File: config.mk
export PLATFORM = sky130hd
export DESIGN_NAME = dmac_top
export DESIGN_NICKNAME = d
export VERILOG_FILES = /design/src/rtl/dmac_pkg.sv /design/src/rtl/dmac_trig.sv /design/src/rtl/dmac_chan.sv /design/src/rtl/dmac_top.sv
export SDC_FILE = /design/constraint.sdc
export NUM_CORES = 1
export LEC_CHECK = 0
export ABC_AREA = 1
export BUFFER_PORTS_ARGS = -buffer_cell sky130_fd_sc_hd__buf_2
export CORE_ASPECT_RATIO = 1.4
export CORE_UTILIZATION = 57
export DETAILED_ROUTE_END_ITERATION = 10
export PLACE_DENSITY_LB_ADDON = 0.15
export RECOVER_POWER = 100
export SLEW_MARGIN = 5
export SYNTH_ARGS = -nofsm -noshare
export SYNTH_HDL_FRONTEND = slang
export SYNTH_HIERARCHICAL = 1
export SYNTH_SLANG_ARGS = --single-unit
File: constraint.sdc
create_clock -name clk -period 2 [get_ports clk]
set_input_delay 0.2 -clock clk [delete_from_list [all_inputs] [get_ports clk]]
set_output_delay 0.2 -clock clk [all_outputs]
set_load 0.005 [all_outputs]
File: src/rtl/dmac_pkg.sv
package dmac_pkg;
    localparam int DMA_AW   = 20;
    localparam int DMA_CW   = 16;
    localparam int DMA_IRQN = 8;
    localparam int DMA_NCH  = 2;

    localparam logic [2:0] RG_SRC  = 3'd0;
    localparam logic [2:0] RG_DST  = 3'd1;
    localparam logic [2:0] RG_RLD  = 3'd2;
    localparam logic [2:0] RG_CTL  = 3'd3;
    localparam logic [2:0] RG_TRIG = 3'd4;

    typedef enum logic [1:0] {ST_IDLE, ST_REQ, ST_RD, ST_WR} dma_st_e;
endpackage

File: src/rtl/dmac_trig.sv
module dmac_trig #(
    parameter int IRQ_N = 8,
    parameter int SEL_W = 3
) (
    input  logic             clk,
    input  logic             rst_n,
    input  logic             en,
    input  logic             sw_set,
    input  logic             clr,
    input  logic [SEL_W-1:0] sel,
    input  logic [IRQ_N-1:0] irq,
    output logic             pend
);
    typedef struct packed {
        logic             pend;
        logic [IRQ_N-1:0] prev;
    } trig_t;

    trig_t t_q, t_d;
    logic  rise;

    always_comb begin
        t_d      = t_q;
        t_d.prev = irq;
        rise     = irq[sel] & ~t_q.prev[sel];
        if (clr)           t_d.pend = 1'b0;
        if (sw_set | rise) t_d.pend = 1'b1;
        if (!en)           t_d.pend = 1'b0;
    end

    always_ff @(posedge clk or negedge rst_n) begin
        if (!rst_n) t_q <= '0;
        else        t_q <= t_d;
    end

    assign pend = t_q.pend;

    // a waiting request is kept (not duplicated) until it is taken
    p_merge_r9: assert property (@(posedge clk) disable iff (!rst_n)
        (t_q.pend && !clr && en) |=> t_q.pend);
    // a disabled channel holds no request
    p_drop_r7: assert property (@(posedge clk) disable iff (!rst_n)
        !en |=> !t_q.pend);
endmodule

File: src/rtl/dmac_chan.sv
module dmac_chan #(
    parameter int ADDR_W = 20,
    parameter int CNT_W  = 16,
    parameter int SEL_W  = 3
) (
    input  logic              clk,
    input  logic              rst_n,
    input  logic              cfg_we,
    input  logic [2:0]        cfg_sel,
    input  logic [ADDR_W-1:0] cfg_wdata,
    input  logic              done,
    output logic [ADDR_W-1:0] rd_addr,
    output logic [ADDR_W-1:0] wr_addr,
    output logic              word,
    output logic              en,
    output logic [SEL_W-1:0]  sel,
    output logic              sw_set
);
    import dmac_pkg::*;

    typedef struct packed {
        logic [ADDR_W-1:0] src;
        logic [ADDR_W-1:0] dst;
        logic [ADDR_W-1:0] fwd;
        logic [CNT_W-1:0]  rld;
        logic [CNT_W-1:0]  cnt;
        logic              en;
        logic              word;
        logic              s_inc;
        logic              d_inc;
        logic              rpt;
        logic [SEL_W-1:0]  sel;
    } chan_t;

    chan_t r_q, r_d;

    always_comb begin
        r_d    = r_q;
        sw_set = 1'b0;
        if (done) begin
            if (r_q.cnt == '0) begin
                r_d.cnt = r_q.rld;
                r_d.fwd = '0;
                if (!r_q.rpt) r_d.en = 1'b0;
            end else begin
                r_d.cnt = r_q.cnt - 1'b1;
                if (r_q.s_inc | r_q.d_inc)
                    r_d.fwd = r_q.fwd + {{(ADDR_W-2){1'b0}}, r_q.word, ~r_q.word};
            end
        end
        if (cfg_we) begin
            case (cfg_sel)
                RG_SRC: begin r_d.src = cfg_wdata; r_d.fwd = '0; end
                RG_DST: begin r_d.dst = cfg_wdata; r_d.fwd = '0; end
                RG_RLD: begin
                    r_d.rld = cfg_wdata[CNT_W-1:0];
                    r_d.cnt = cfg_wdata[CNT_W-1:0];
                    r_d.fwd = '0;
                end
                RG_CTL: begin
                    r_d.en    = cfg_wdata[0];
                    r_d.word  = cfg_wdata[1];
                    r_d.s_inc = cfg_wdata[2];
                    r_d.d_inc = cfg_wdata[3];
                    r_d.rpt   = cfg_wdata[4];
                    r_d.sel   = cfg_wdata[5 +: SEL_W];
                end
                RG_TRIG: sw_set = 1'b1;
                default: ;
            endcase
        end
    end

    always_ff @(posedge clk or negedge rst_n) begin
        if (!rst_n) r_q <= '0;
        else        r_q <= r_d;
    end

    assign rd_addr = r_q.s_inc ? r_q.src + r_q.fwd : r_q.src;
    assign wr_addr = r_q.d_inc ? r_q.dst + r_q.fwd : r_q.dst;
    assign word    = r_q.word;
    assign en      = r_q.en;
    assign sel     = r_q.sel;

    // underflow without repeat stops the channel
    p_stop_r6: assert property (@(posedge clk) disable iff (!rst_n)
        (done && r_q.cnt == '0 && !r_q.rpt && !cfg_we) |=> !r_q.en);
    // a transfer above zero decrements the counter by one
    p_count_r6: assert property (@(posedge clk) disable iff (!rst_n)
        (done && r_q.cnt != '0 && !cfg_we) |=> (r_q.cnt == $past(r_q.cnt) - 1'b1));
endmodule

File: src/rtl/dmac_top.sv
module dmac_top #(
    parameter int ADDR_W = dmac_pkg::DMA_AW,
    parameter int CNT_W  = dmac_pkg::DMA_CW,
    parameter int IRQ_N  = dmac_pkg::DMA_IRQN
) (
    input  logic              clk,
    input  logic              rst_n,
    input  logic              cfg_we,
    input  logic              cfg_ch,
    input  logic [2:0]        cfg_sel,
    input  logic [ADDR_W-1:0] cfg_wdata,
    input  logic [IRQ_N-1:0]  irq_in,
    input  logic              bus_gnt,
    input  logic [15:0]       bus_rdata,
    output logic              bus_req,
    output logic              bus_rd,
    output logic              bus_wr,
    output logic              bus_word,
    output logic [ADDR_W-1:0] bus_addr,
    output logic [15:0]       bus_wdata,
    output logic [1:0]        ch_en
);
    import dmac_pkg::*;

    localparam int NCH   = DMA_NCH;
    localparam int CH_W  = $clog2(NCH);
    localparam int SEL_W = $clog2(IRQ_N);

    typedef struct packed {
        dma_st_e         st;
        logic [CH_W-1:0] ch;
        logic [7:0]      lo;
        logic [7:0]      hi;
    } fsm_t;

    fsm_t f_q, f_d;

    logic [ADDR_W-1:0] rd_a [NCH];
    logic [ADDR_W-1:0] wr_a [NCH];
    logic [SEL_W-1:0]  sel_a [NCH];
    logic [NCH-1:0]    word_v, en_v, sw_v, pend_v, clr_v, done_v;

    for (genvar g = 0; g < NCH; g++) begin : g_ch
        dmac_chan #(.ADDR_W(ADDR_W), .CNT_W(CNT_W), .SEL_W(SEL_W)) u_chan (
            .clk       (clk),
            .rst_n     (rst_n),
            .cfg_we    (cfg_we && (int'(cfg_ch) == g)),
            .cfg_sel   (cfg_sel),
            .cfg_wdata (cfg_wdata),
            .done      (done_v[g]),
            .rd_addr   (rd_a[g]),
            .wr_addr   (wr_a[g]),
            .word      (word_v[g]),
            .en        (en_v[g]),
            .sel       (sel_a[g]),
            .sw_set    (sw_v[g])
        );
        dmac_trig #(.IRQ_N(IRQ_N), .SEL_W(SEL_W)) u_trig (
            .clk    (clk),
            .rst_n  (rst_n),
            .en     (en_v[g]),
            .sw_set (sw_v[g]),
            .clr    (clr_v[g]),
            .sel    (sel_a[g]),
            .irq    (irq_in),
            .pend   (pend_v[g])
        );
    end

    always_comb begin
        f_d    = f_q;
        clr_v  = '0;
        done_v = '0;
        case (f_q.st)
            ST_IDLE: begin
                for (int i = NCH - 1; i >= 0; i--) begin
                    if (pend_v[i]) begin
                        f_d.ch = CH_W'(i);
                        f_d.st = ST_REQ;
                    end
                end
            end
            ST_REQ: begin
                if (bus_gnt) begin
                    clr_v[f_q.ch] = 1'b1;
                    f_d.st        = ST_RD;
                end
            end
            ST_RD: begin
                f_d.lo = bus_rdata[7:0];
                f_d.hi = word_v[f_q.ch] ? bus_rdata[15:8] : 8'h00;
                f_d.st = ST_WR;
            end
            default: begin
                done_v[f_q.ch] = 1'b1;
                f_d.st         = ST_IDLE;
            end
        endcase
    end

    always_ff @(posedge clk or negedge rst_n) begin
        if (!rst_n) f_q <= '{st: ST_IDLE, default: '0};
        else        f_q <= f_d;
    end

    assign bus_req   = (f_q.st != ST_IDLE);
    assign bus_rd    = (f_q.st == ST_RD);
    assign bus_wr    = (f_q.st == ST_WR);
    assign bus_word  = word_v[f_q.ch];
    assign bus_addr  = (f_q.st == ST_RD) ? rd_a[f_q.ch] : wr_a[f_q.ch];
    assign bus_wdata = {f_q.hi, f_q.lo};
    assign ch_en     = en_v;

    // a read cycle only follows a granted request
    p_rd_after_gnt_r3: assert property (@(posedge clk) disable iff (!rst_n)
        bus_rd |-> $past(bus_gnt));
    // a write cycle directly follows the read cycle
    p_wr_after_rd_r3: assert property (@(posedge clk) disable iff (!rst_n)
        bus_wr |-> $past(bus_rd));
    // channel 0 wins whenever it is waiting at arbitration
    p_low_first_r8: assert property (@(posedge clk) disable iff (!rst_n)
        (f_q.st == ST_IDLE && pend_v[0]) |=> (f_q.ch == '0));
    // byte transfers drive a zero upper byte
    p_hi_zero_r4: assert property (@(posedge clk) disable iff (!rst_n)
        (bus_wr && !bus_word) |-> (bus_wdata[15:8] == 8'h00));
endmodule

After elaboration in Yosys (flattened, before gate mapping)

Cells that the tools add are included.

Flip-flop bits (word level): 229
Input bits: 52
Output and inout bits: 42
Logic and storage cells: 148

$add $sub $neg: 8
Order comparisons: 5
Eq/ne operators: 11
Muxes and demuxes: 62
Bitwise logic cells: 12
Reduce and logical (&&, ||, !) cells: 21

Operators by type and width:

| cell                                                                          | count |
|---|---|
| 20-bit two-way mux                                                            | 19 |
| 60-bit two-way mux                                                            | 2 |
| 20-bit adder                                                                  | 4 |
| 32-bit two-way mux                                                            | 2 |
| 20-bit by 2-bit adder with 20-bit output                                      | 2 |
| 17-bit two-way mux                                                            | 2 |
| 16-bit logical NOT                                                            | 2 |
| 16-bit two-way mux                                                            | 2 |
| 16-bit by 1-bit subtractor with 16-bit output (second input constant)         | 2 |
| 8-bit two-way mux                                                             | 3 |
| 1-bit two-way mux                                                             | 20 |
| 2-bit AND reduction                                                           | 10 |
| 1-bit binary-select mux with 3-bit select                                     | 4 |
| 3-bit by 4-bit less-than comparator with 1-bit output (second input constant) | 2 |
| 2-bit two-way mux                                                             | 4 |
| 3-bit by 2-bit == test with 1-bit output (second input constant)              | 2 |
| 3-bit two-way mux                                                             | 2 |
| 3-bit by 2-bit inequality test with 1-bit output (second input constant)      | 2 |
| 2-bit one-hot mux with 3 select lines                                         | 1 |
| 3-bit OR reduction                                                            | 2 |
| 1-bit NOT                                                                     | 5 |
| 2-bit == test (second input constant)                                         | 2 |
| 1-bit bitwise OR                                                              | 4 |
| 2-bit nonzero test                                                            | 2 |
| 14 further kinds                                                              | 17 |

Depth between registers and ports, before layout

Gate-level depths: netlist (run 1).

Depth after elaboration: 9
Gate-level depth with buffers: 17

Hierarchy

The synthesis (run 1) kept the hierarchy.

Modules (own cells, without submodules):

| module                      | times used | cells each | area each (um^2) |
|---|---|---|---|
| dmac_chan at g_ch[0].u_chan | 1          | 1162       | 7627.3 |
| dmac_chan at g_ch[1].u_chan | 1          | 1160       | 7623.6 |
| dmac_top                    | 1          | 283        | 1870.5 |
| dmac_trig                   | 2          | 36         | 351.6 |

Least setup slack after synthesis (run 1)

OpenSTA, ideal clock, no wires.

Path type: register -> output
Start point: register g_ch[0].u_chan/r_q[42] (netlist name)
End point: output port bus_addr[11]
Data arrival time: 1.930 ns
Slack: -0.130 ns
Stages on the path, launching flop included: 15
Cell sequence: dfrtp_1 > ha_1 > nand2_1 > nand3_1 > nand2_1 > nand2_1 > nand2_1 > nand2_1 > or2_2 > nand3_1 > nand2_1 > nor2_1 > nor2_1 > o21ai_1 > nand2_1

RTL lines:

| item                   | line            | source |
|---|---|---|
| from (decl)            | dmac_chan.sv:35 | `chan_t r_q, r_d;` |
| from (signal assigned) | dmac_chan.sv:76 | `else r_q <= r_d;` |
| to (decl)              | dmac_top.sv:19  | `output logic [ADDR_W-1:0] bus_addr,` |

==> flow_summary.yaml, run 1 <==
critical_path:
  critPathKind: "reg2out"
  r2r_start: "g_ch[1].u_chan/r_q[40]"
  worstPathRequired_ns: 1.80
  cp_num_cells: 16
  cp-start-kind: "flip-flop"
  ff2ff_setup_slack_ns: -0.59
  crit_path_max_incr_delay_ns: 0.43
  r2r_cells: 12
  path_buf_inv: 3
  r2r_end: "g_ch[1].u_chan/r_q[46]"
  cpMaxStageDelayCell: "dfrtp_1"
  cp_max_fo: 4
  cp-end-kind: "output port"
  arrival_ns: 2.83
  critPathCapture: "bus_addr[16]"
  cp-startpoint: "g_ch[1].u_chan/r_q[40]"
  crit_family: "simple AND/OR/NAND/NOR gates"
  cp_cell_sequence: "ha_2 > inv_1 > fa_2 > inv_4 > nand3_2 > nand3_4 > nand2_2 > nand2_4 > nand2_2 > nand2_1 > nand2_1 > nand3_1 > nand2_2 > o211ai_2 > nand2_1 > buf_2"
floorplan:
  io_pins: 94
  row_count: 76
  die_area_um2: 32000
  die-height_um: 211
  dieWidth_um: 151
  start_util_pct: 57.9
  fp.coreArea_um2: 30800
finish:
  multiInputGateArea_um2: 11900
  final_cells: 3547
  drive_gt1_share_pct: 29.8
  register_area_um2: 5970
  area_growth_pct: 37.4
  n_fill_cell: 2134
  final_core_util_pct: 79.5
  layout.nets: 3284
timing:
  finalCritPeriodShare_pct: 151
  worstMarginPinSlew_ns: 1.41
  period_minus_slack_ns: 3.03
  slew_headroom_pct: 6.15
  hold_viol: 0
  clock_skew_ns: 0.0150
  fmax_mhz: 330
  rsz0062_at_grt: "true"
  slew_viol_final: 0
  finalSetupViolations: 60
  setup_slack_ns: -1.03
  timing.hold.ws_ns: 0.0153
clock_tree:
  numCtsBuffers: 26
  tritoncts: "yes"
  cts_root_buf: "clkbuf_16"
  clock_sinks: 237
  clk_pin_slew_worst_paths_ns: 0.07
  clkLatencyLatePin_ns: 0.59
  htreeDepth: 1
  clockBufferDepth: 3
global_route:
  busiest_layer: "met2"
  grt_start_max_net_pins: 55
  grt_use_met1_pct: 45.0
  track_usage_pct: 38.0
  grt_use_met2_pct: 66.2
  grt_pass1_vias: 18971
  grt_overflow_total: 0
  antenna_found_initial: 1
  use_met3_pct: 5.03
  grt_pass1_wl_mm: 93.9
hold_path:
  hold_class: "in2reg"
placement:
  placed_cells: 3393
  port_buffers: 93
  place.gp.congestion: 0.972
  hpwl_mm: 43.0
yosys:
  synth_area_per_cell_um2: 6.66
  ys_types: 42
  yosysSeqAreaShare_pct: 33.3
  synth-seq-cells: 237
  syn-instance-count: 2677
  netlist_area_um2: 17800
  syn-num-nets: 2823
  yosysWarnings: 6
route:
  dr.pass1.iters: 6
  viasPerCell: 5.66
  num_vias: 20078
  drc: 0
  drtIter0Drc: 1502
  ant_nets: 0
  wl_per_cell_um: 18.7
  totalWireLength_mm: 66.5
run_status:
  failed_checks: "negative setup slack"
  status: "finished with violations"
job:
  cap_violations: 0
power_and_ir_drop:
  p_per_area_nw_per_um2: 1000
  ir_worst_vdd_mv: 0.918
  leakage_nw: 12.7
-- tightest hold or removal path: stages --
cell and delay, ns:
buf_2 0.19, nand2_1 0.11, nand2_1 0.05
-- state kept, by name, indices dropped and copies added (netlist names) --
name,cells
g_ch.u_chan/sel,6
g_ch.u_chan/en,2
bus_wdata,16
g_ch.u_trig/pend,2
f_q,3
g_ch.u_chan/word,2
g_ch.u_trig/t_q,16
g_ch.u_chan/r_q,190
-- placed cells by master (no fill, tap or decap), types with 19 or more instances in the layout --
cell type / instances
buf_2: 68
inv_2: 28
nand3b_1: 42
ha_4: 58
o21ai_0: 130
nand2_1: 912
nand2_2: 82
nor3_1: 27
nand3_2: 32
nor2_1: 214
dlygate4sd3_1: 41
o21ai_1: 36
clkbuf_1: 28
nor2_2: 33
nor2_4: 19
ha_1: 26
a21oi_2: 20
dfrtp_1: 205
buf_4: 333
nand2_4: 23
clkbuf_16: 26
nand3_1: 150
xor2_1: 22
inv_1: 267
o211ai_2: 19
buf_6: 37
dfrtp_2: 32
a21oi_1: 55
-- worst min-delay path by stage --
stage                              from                endpoint  slack [ns]  cells past startpoint
after floorplan                   rst_n            bus_wdata[0]        -0.1                      0
after global placement            rst_n            bus_wdata[1]        0.15                      1
after detailed placement          rst_n            bus_wdata[1]        0.15                      1
after CTS                 cfg_wdata[15]  g_ch[0].u_chan/r_q[23]       0.002                      3
after global routing      cfg_wdata[12]  g_ch[0].u_chan/r_q[20]        0.01                      3
final                     cfg_wdata[11]  g_ch[0].u_chan/r_q[19]        0.02                      3
-- cell type report --
type	count	share of cell area (%)
Clock inverter	15	0.695
Multi-Input combinational cell	2033	48.6
Sequential cell	237	24.4
Tap cell	390	1.99
Inverter	315	5.03
Timing Repair Buffer	525	16.5
Antenna cell	1	0.0102
Clock buffer	31	2.81
-- timing repair --
action,4_1_cts,5_1_grt
resized for setup,218,232
endpoints found under the setup margin,34,72
hold buffers,41,0
gates cloned,2,1
hold endpoints to repair,274,0
pin swaps,80,132
setup buffers,22,50
-- report_power, final --
| part | switching (W) | internal [W] | leakage [nW] | total [W] |
|---|---|---|---|---|
| Clock | 0.00219 | 0.00274 | 0.418 | 0.00494 |
| Combinational | 0.00700 | 0.00552 | 9.24 | 0.0125 |
| Sequential | 0.00122 | 0.00590 | 2.99 | 0.00712 |
-- metal layers --
metal,vias up,wire [µm]
met1,9442,24400
met2,936,32400
li1,9411,-
met3,289,5420
met5,-,0
met4,0,4250
-- synthesized netlist by cell type, drive strengths merged --
library cell	count	area share, %
nand3b	44	2.0
nor3	40	1.3
nand4	12	0.59
o21bai	4	0.17
clkbuf	29	0.61
nor4	12	0.42
a31oi	5	0.18
a211oi	2	0.084
xor2	24	1.2
o22ai	2	0.070
ha	88	6.2
clkinv	18	0.38
inv	297	6.3
xnor2	22	1.1
o21ai	176	4.9
nand2	1017	22
fa	6	0.67
buf	63	2.6
nor2	266	6.3
nor3b	2	0.14
a21oi	78	2.2
o211ai	28	1.7
nand3	191	5.5
dfrtp	237	33
or2	12	0.42
and3	2	0.070
-- logic make-up after synthesis --
logic type / count (synthesis) / synth area share (%)
buffers and inverters: 407 / 9.88
and+or+nand+nor: 1598 / 38.4
adders and majority gates: 94 / 6.85
AOI/OAI and AO/OA: 295 / 9.34
DFF: 237 / 33.3
xor gates and xnor gates: 46 / 2.26
-- per-stage QoR --
step	area, µm²	worst slack [ns]	power, W	TNS [ns]
finish	24500	-1.03	0.0246	-23.80
global route	24500	-1.12	0.0260	-34.01
CTS	23400	-0.945	0.0230	-17.63
detailed placement	21100	-0.517	0.0169	-7.38
global placement	21100	-0.496	0.0166	-6.25
floorplan	18100	-0.00932	0.0132	-0.0119
Note: power is estimated with default switching activity, not from simulation.
==> run 2, diff against run 1 <==
--- a/config.mk
+++ b/config.mk
@@ -7,8 +7,10 @@
 export LEC_CHECK = 0
 export ABC_AREA = 1
 export BUFFER_PORTS_ARGS = -buffer_cell sky130_fd_sc_hd__buf_2
+export CELL_PAD_IN_SITES_DETAIL_PLACEMENT = 0
+export CELL_PAD_IN_SITES_GLOBAL_PLACEMENT = 1
 export CORE_ASPECT_RATIO = 1.4
-export CORE_UTILIZATION = 57
+export CORE_UTILIZATION = 41
 export DETAILED_ROUTE_END_ITERATION = 10
 export PLACE_DENSITY_LB_ADDON = 0.15
 export RECOVER_POWER = 100
==> flow_summary.yaml, run 2 (synthesis gave the netlist of run 1 again) <==
critical_path:
  cp_max_fo: 5
  r2r_start: "f_q[17]"
  r2r_end: "g_ch[0].u_chan/r_q[59]"
  arrival_ns: 2.81
  cp-start-kind: "flip-flop"
  cp-end-kind: "output port"
  worstPathRequired_ns: 1.80
  r2r_cells: 14
  ff2ff_setup_slack_ns: -0.19
  critPathKind: "reg2out"
job:
  cap_violations: 0
finish:
  area_growth_pct: 44.0
  antenna_cells: 0
  largest_reg_flops: 190
  drive_gt1_share_pct: 32.7
  top_register: "g_ch.u_chan/r_q"
  final_cell_mix: "nand2_1 (869), buf_4 (367), inv_1 (263)"
  final_common_cell: "nand2_1"
  final_core_util_pct: 59.7
  n_fill_cell: 4042
  layout.nets: 3333
  final_cells: 3761
route:
  totalWireLength_mm: 62.7
  dr.pass1.iters: 6
  num_vias: 18932
  viasPerCell: 5.03
  drtIter0Drc: 989
  drc: 0
  wl_per_cell_um: 16.7
  ant_nets: 0
hold_path:
  hold_start: "cfg_wdata[15]"
  min_path_cells: 3
  hold_end: "g_ch[1].u_chan/r_q[39]"
  hold_class: "in2reg"
global_route:
  antenna_found_initial: 0
  grt_use_met1_pct: 33.9
  busiest_layer: "met2"
  use_met3_pct: 2.06
  grt_use_met2_pct: 48.8
  grt_pass1_wl_mm: 95.1
  grt_pass1_vias: 18468
  grt_start_max_net_pins: 55
  track_usage_pct: 27.5
  grt_overflow_total: 0
timing:
  fmax_mhz: 332
  finalCritPeriodShare_pct: 150
  slew_viol_final: 0
  slew_headroom_pct: 6.48
  rsz0062_at_grt: "true"
  worstMarginPinSlew_ns: 1.40
  finalSetupViolations: 68
  setup_slack_ns: -1.01
  clock_skew_ns: 0.0258
  period_minus_slack_ns: 3.01
  hold_viol: 0
clock_tree:
  htreeDepth: 1
  clockBufferDepth: 3
  clock_sinks: 237
  clk_pin_slew_worst_paths_ns: 0.06
  cts_root_buf: "clkbuf_16"
  tritoncts: "yes"
  numCtsBuffers: 28
  clkLatencyLatePin_ns: 0.59
floorplan:
  start_util_pct: 41.4
  die_area_um2: 44300
  io_pins: 94
  dieWidth_um: 178
  die-height_um: 249
  fp.coreArea_um2: 43000
  row_count: 90
run_status:
  failed_checks: "negative setup slack"
  status: "finished with violations"
placement:
  placed_cells: 3602
  place.gp.congestion: 0.928
  port_buffers: 93
  hpwl_mm: 46.6
power_and_ir_drop:
  ir_worst_vdd_mv: 0.845
  p_per_area_nw_per_um2: 995
  leakage_nw: 13.1
[run 2: cell types whose count changed in the layout (fill, tap and decap cells not counted), sizes merged, moves of 3 or more]
cell,change
inv,-4
clkbuf,+11
bufinv,+5
clkinv,-3
buf,+43
[run 2: area by class of cell]
cell class	instances	area, µm²	share of cell area [%]
multi-input combinational	2034	12300	47.7
tap	552	691	2.69
clock buffer	39	792	3.09
timing repair buffer	571	4450	17.3
sequential	237	5970	23.3
clock inverter	13	275	1.07
inverter	315	1240	4.82
[run 2: per-stage QoR]
stage	TNS, ns	instance area, µm²	worst slack (ns)	hold WS (ns)	power [W]
2_1_floorplan	-0.0119	18100	-0.00932	-0.0956	0.0132
3_3_place_gp	-7.43	21600	-0.581	0.153	0.0171
3_5_place_dp	-7.95	21600	-0.587	0.157	0.0173
4_1_cts	-18.21	24200	-0.997	0.00286	0.0244
5_1_grt	-31.81	25700	-1.14	0.0207	0.0273
6_report	-21.40	25700	-1.01	0.0266	0.0256
[run 2: repair_timing]
action	4_1_cts	5_1_grt
gates cloned	0	3
resized for setup	257	287
hold buffers	42	0
endpoints found under the hold margin	273	0
setup endpoints to repair	34	63
pin swaps	116	145
buffers inserted	26	49
[run 2: worst max path at each step]
stage                            from      endpoint  depth (start not counted)
3_5_place_dp   g_ch[0].u_chan/r_q[56]  bus_addr[17]                         15
5_1_grt        g_ch[0].u_chan/r_q[40]  bus_addr[16]                         18
3_3_place_gp   g_ch[0].u_chan/r_q[56]  bus_addr[17]                         15
2_1_floorplan  g_ch[0].u_chan/r_q[40]  bus_addr[16]                         16
6_report       g_ch[1].u_chan/r_q[43]  bus_addr[10]                         13
4_1_cts        g_ch[1].u_chan/r_q[55]  bus_addr[17]                         14
[run 2: power by group]
part           internal (W)  switching [W]
sequential          0.00590        0.00113
clock               0.00368        0.00226
combinational       0.00579        0.00679
total                0.0154         0.0102
[run 2: layer usage]
metal / wire (µm) / up-vias
met1: 26100 / 8924
met2: 31500 / 376
met4: 2920 / 0
met5: 0 / -
met3: 2120 / 129
li1: - / 9503
[run 2: worst max-delay path: stages, from the launching register on]
cell and delay [ns]:
dfrtp_2 0.47, ha_4 0.30, nand2_4 0.07, nand2_2 0.05
nand2_2 0.07, nand2_2 0.06, nand2_2 0.07, nand3b_1 0.23
or2_4 0.31, nand3_2 0.07, nand2_2 0.07, o211ai_1 0.17
nand2_1 0.13, buf_2 0.15
==> run 3, diff against run 2 <==
--- a/config.mk
+++ b/config.mk
@@ -10,6 +10,7 @@
 export CELL_PAD_IN_SITES_DETAIL_PLACEMENT = 0
 export CELL_PAD_IN_SITES_GLOBAL_PLACEMENT = 1
 export CORE_ASPECT_RATIO = 1.4
+export CORE_MARGIN = 5
 export CORE_UTILIZATION = 41
 export DETAILED_ROUTE_END_ITERATION = 10
 export PLACE_DENSITY_LB_ADDON = 0.15
==> flow_summary.yaml, run 3 (synthesis gave the netlist of run 1 again) <==
floorplan:
  die-height_um: 257
  fp.coreArea_um2: 43000
  die_area_um2: 47800
  io_pins: 94
  dieWidth_um: 186
  start_util_pct: 41.4
  row_count: 90
power_and_ir_drop:
  p_per_area_nw_per_um2: 992
  p_seq_share_pct: 28.0
  p_clk_share_pct: 23.1
  ir_worst_vdd_mv: 0.805
  p_int_w: 0.0151
  switching_power_w: 0.0101
  combinationalPowerShare_pct: 48.9
  leakage_nw: 13.0
  switching_share_pct: 40.1
route:
  drc: 0
  wl_per_cell_um: 17.2
  totalWireLength_mm: 64.3
  drtIter0Drc: 1122
  dr.pass1.iters: 7
  num_vias: 18895
  viasPerCell: 5.06
  ant_nets: 0
placement:
  placed_cells: 3589
  hpwl_mm: 47.6
  port_buffers: 93
  dp_worst_setup_slack_ns: -0.531
  place.gp.congestion: 0.900
critical_path:
  cp-end-kind: "output port"
  arrival_ns: 2.78
  r2r_cells: 13
  r2r_end: "g_ch[0].u_chan/r_q[54]"
  cp_max_fo: 5
  critPathKind: "reg2out"
  cp-start-kind: "flip-flop"
  ff2ff_setup_slack_ns: -0.20
  worstPathRequired_ns: 1.80
  r2r_start: "g_ch[0].u_chan/r_q[40]"
hold_path:
  hold_end: "g_ch[1].u_chan/r_q[19]"
  min_path_cells: 3
  hold_class: "in2reg"
  hold_start: "cfg_wdata[11]"
finish:
  top_register: "g_ch.u_chan/r_q"
  largest_reg_flops: 190
  final_common_cell: "nand2_1"
  final_cells: 3736
  final_cell_mix: "nand2_1 (876), buf_4 (353), inv_1 (260)"
  area_growth_pct: 42.3
  drive_gt1_share_pct: 32.2
  layout.nets: 3309
timing:
  slew_viol_final: 0
  hold_viol: 0
  clock_skew_ns: 0.00996
  fmax_mhz: 335
  finalSetupViolations: 28
  finalCritPeriodShare_pct: 149
  setup_slack_ns: -0.981
  worstMarginPinSlew_ns: 1.39
  rsz0062_at_grt: "true"
  period_minus_slack_ns: 2.98
  slew_headroom_pct: 7.67
clock_tree:
  numCtsBuffers: 27
  htreeDepth: 1
  clk_pin_slew_worst_paths_ns: 0.07
  clock_sinks: 237
  tritoncts: "yes"
  clockBufferDepth: 3
  cts_root_buf: "clkbuf_16"
  clkLatencyLatePin_ns: 0.58
run_status:
  failed_checks: "negative setup slack"
  status: "finished with violations"
job:
  cap_violations: 0
global_route:
  antenna_found_initial: 0
  grt_pass1_vias: 18765
  grt_start_max_net_pins: 70
  grt_overflow_total: 0
  grt_pass1_wl_mm: 97.8
  track_usage_pct: 25.8
run 3: cell types whose count changed in the layout (fill, tap and decap cells not counted), moves of 7 or more:
cell,change
nand2_1,+7
nand2_2,-11
buf_4,-14
nor2_4,-7
ha_1,-7
nor2_2,+7
run 3: worst max-delay path by stage:
stage / from / endpoint / slack, ns / depth (start not counted)
after global placement: g_ch[0].u_chan/r_q[66] / bus_addr[11] / -0.49 / 15
final: g_ch[1].u_chan/r_q[43] / bus_addr[18] / -0.98 / 16
after global routing: g_ch[0].u_chan/r_q[42] / bus_addr[14] / -1.14 / 16
after detailed placement: g_ch[0].u_chan/r_q[66] / bus_addr[7] / -0.53 / 13
after CTS: g_ch[1].u_chan/r_q[40] / bus_addr[8] / -0.99 / 14
after floorplan: g_ch[0].u_chan/r_q[40] / bus_addr[16] / -0.009 / 16
run 3: per-layer routing:
metal	wire (µm)	vias to the layer above	global-route usage, %	part of all wire (%)
met5	0	-	0	0
met4	3070	0	11.1	4.8
met3	2580	140	3.06	4.0
met2	32400	401	45.1	50
met1	26200	8911	31.6	41
li1	-	9443	-	-
run 3: critical path: stages (launching register included):
cell and delay [ns]:
dfrtp_2 0.46, buf_12 0.15, ha_4 0.26, nand2_2 0.07, nand2_1 0.05, nand2_1 0.06
nand2_1 0.06, nand2_1 0.07, nand3b_1 0.19, buf_4 0.21, nand2_1 0.09, nand3_1 0.08
nand3_1 0.09, nand2_1 0.07, o21ai_1 0.11, nand2_1 0.07, buf_2 0.13
run 3: through the flow:
| step | power [W] | hold WS, ns | utilization [%] | TNS (ns) | area [µm²] |
|---|---|---|---|---|---|
| after floorplan | 0.0132 | -0.0956 | - | -0.0119 | 18100 |
| after global placement | 0.0172 | 0.137 | 50.0 | -7.31 | 21500 |
| after detailed placement | 0.0173 | 0.143 | 50.0 | -8.12 | 21500 |
| after CTS | 0.0244 | 0.000810 | 56.5 | -18.67 | 24300 |
| after global routing | 0.0269 | 0.0241 | 59.0 | -31.60 | 25400 |
| final | 0.0252 | 0.0256 | 59.0 | -17.32 | 25400 |
run 3: final cells by class:
type / count / area [µm²]
Tap cell: 552 / 691
Clock inverter: 16 / 278
Clock buffer: 33 / 748
Fill cell: 4062 / 17700
Multi-Input combinational cell: 2034 / 12200
Timing Repair Buffer: 547 / 4230
Sequential cell: 237 / 5970
Timing Repair inverter: 1 / 5.00
Antenna cell: 1 / 2.50
Inverter: 315 / 1240
run 3: timing repair:
item / 4_1_cts / 5_1_grt
setup endpoints to repair: 36 / 71
hold buffers: 40 / 0
buffers inserted: 40 / 28
hold endpoints to repair: 274 / 0
pin swaps: 136 / 160
gates cloned: 1 / 4
gates resized for setup: 274 / 249
run 3: power by group through the flow:
| stage | Clock [W] | Sequential, W | Combinational, W |
|---|---|---|---|
| 3_3_place_gp | 0 | 0.00697 | 0.0102 |
| 4_1_cts | 0.00600 | 0.00698 | 0.0114 |
| 2_1_floorplan | 0 | 0.00675 | 0.00641 |
| 5_1_grt | 0.00619 | 0.00718 | 0.0135 |
| 6_report | 0.00582 | 0.00704 | 0.0123 |
| 3_5_place_dp | 0 | 0.00699 | 0.0103 |
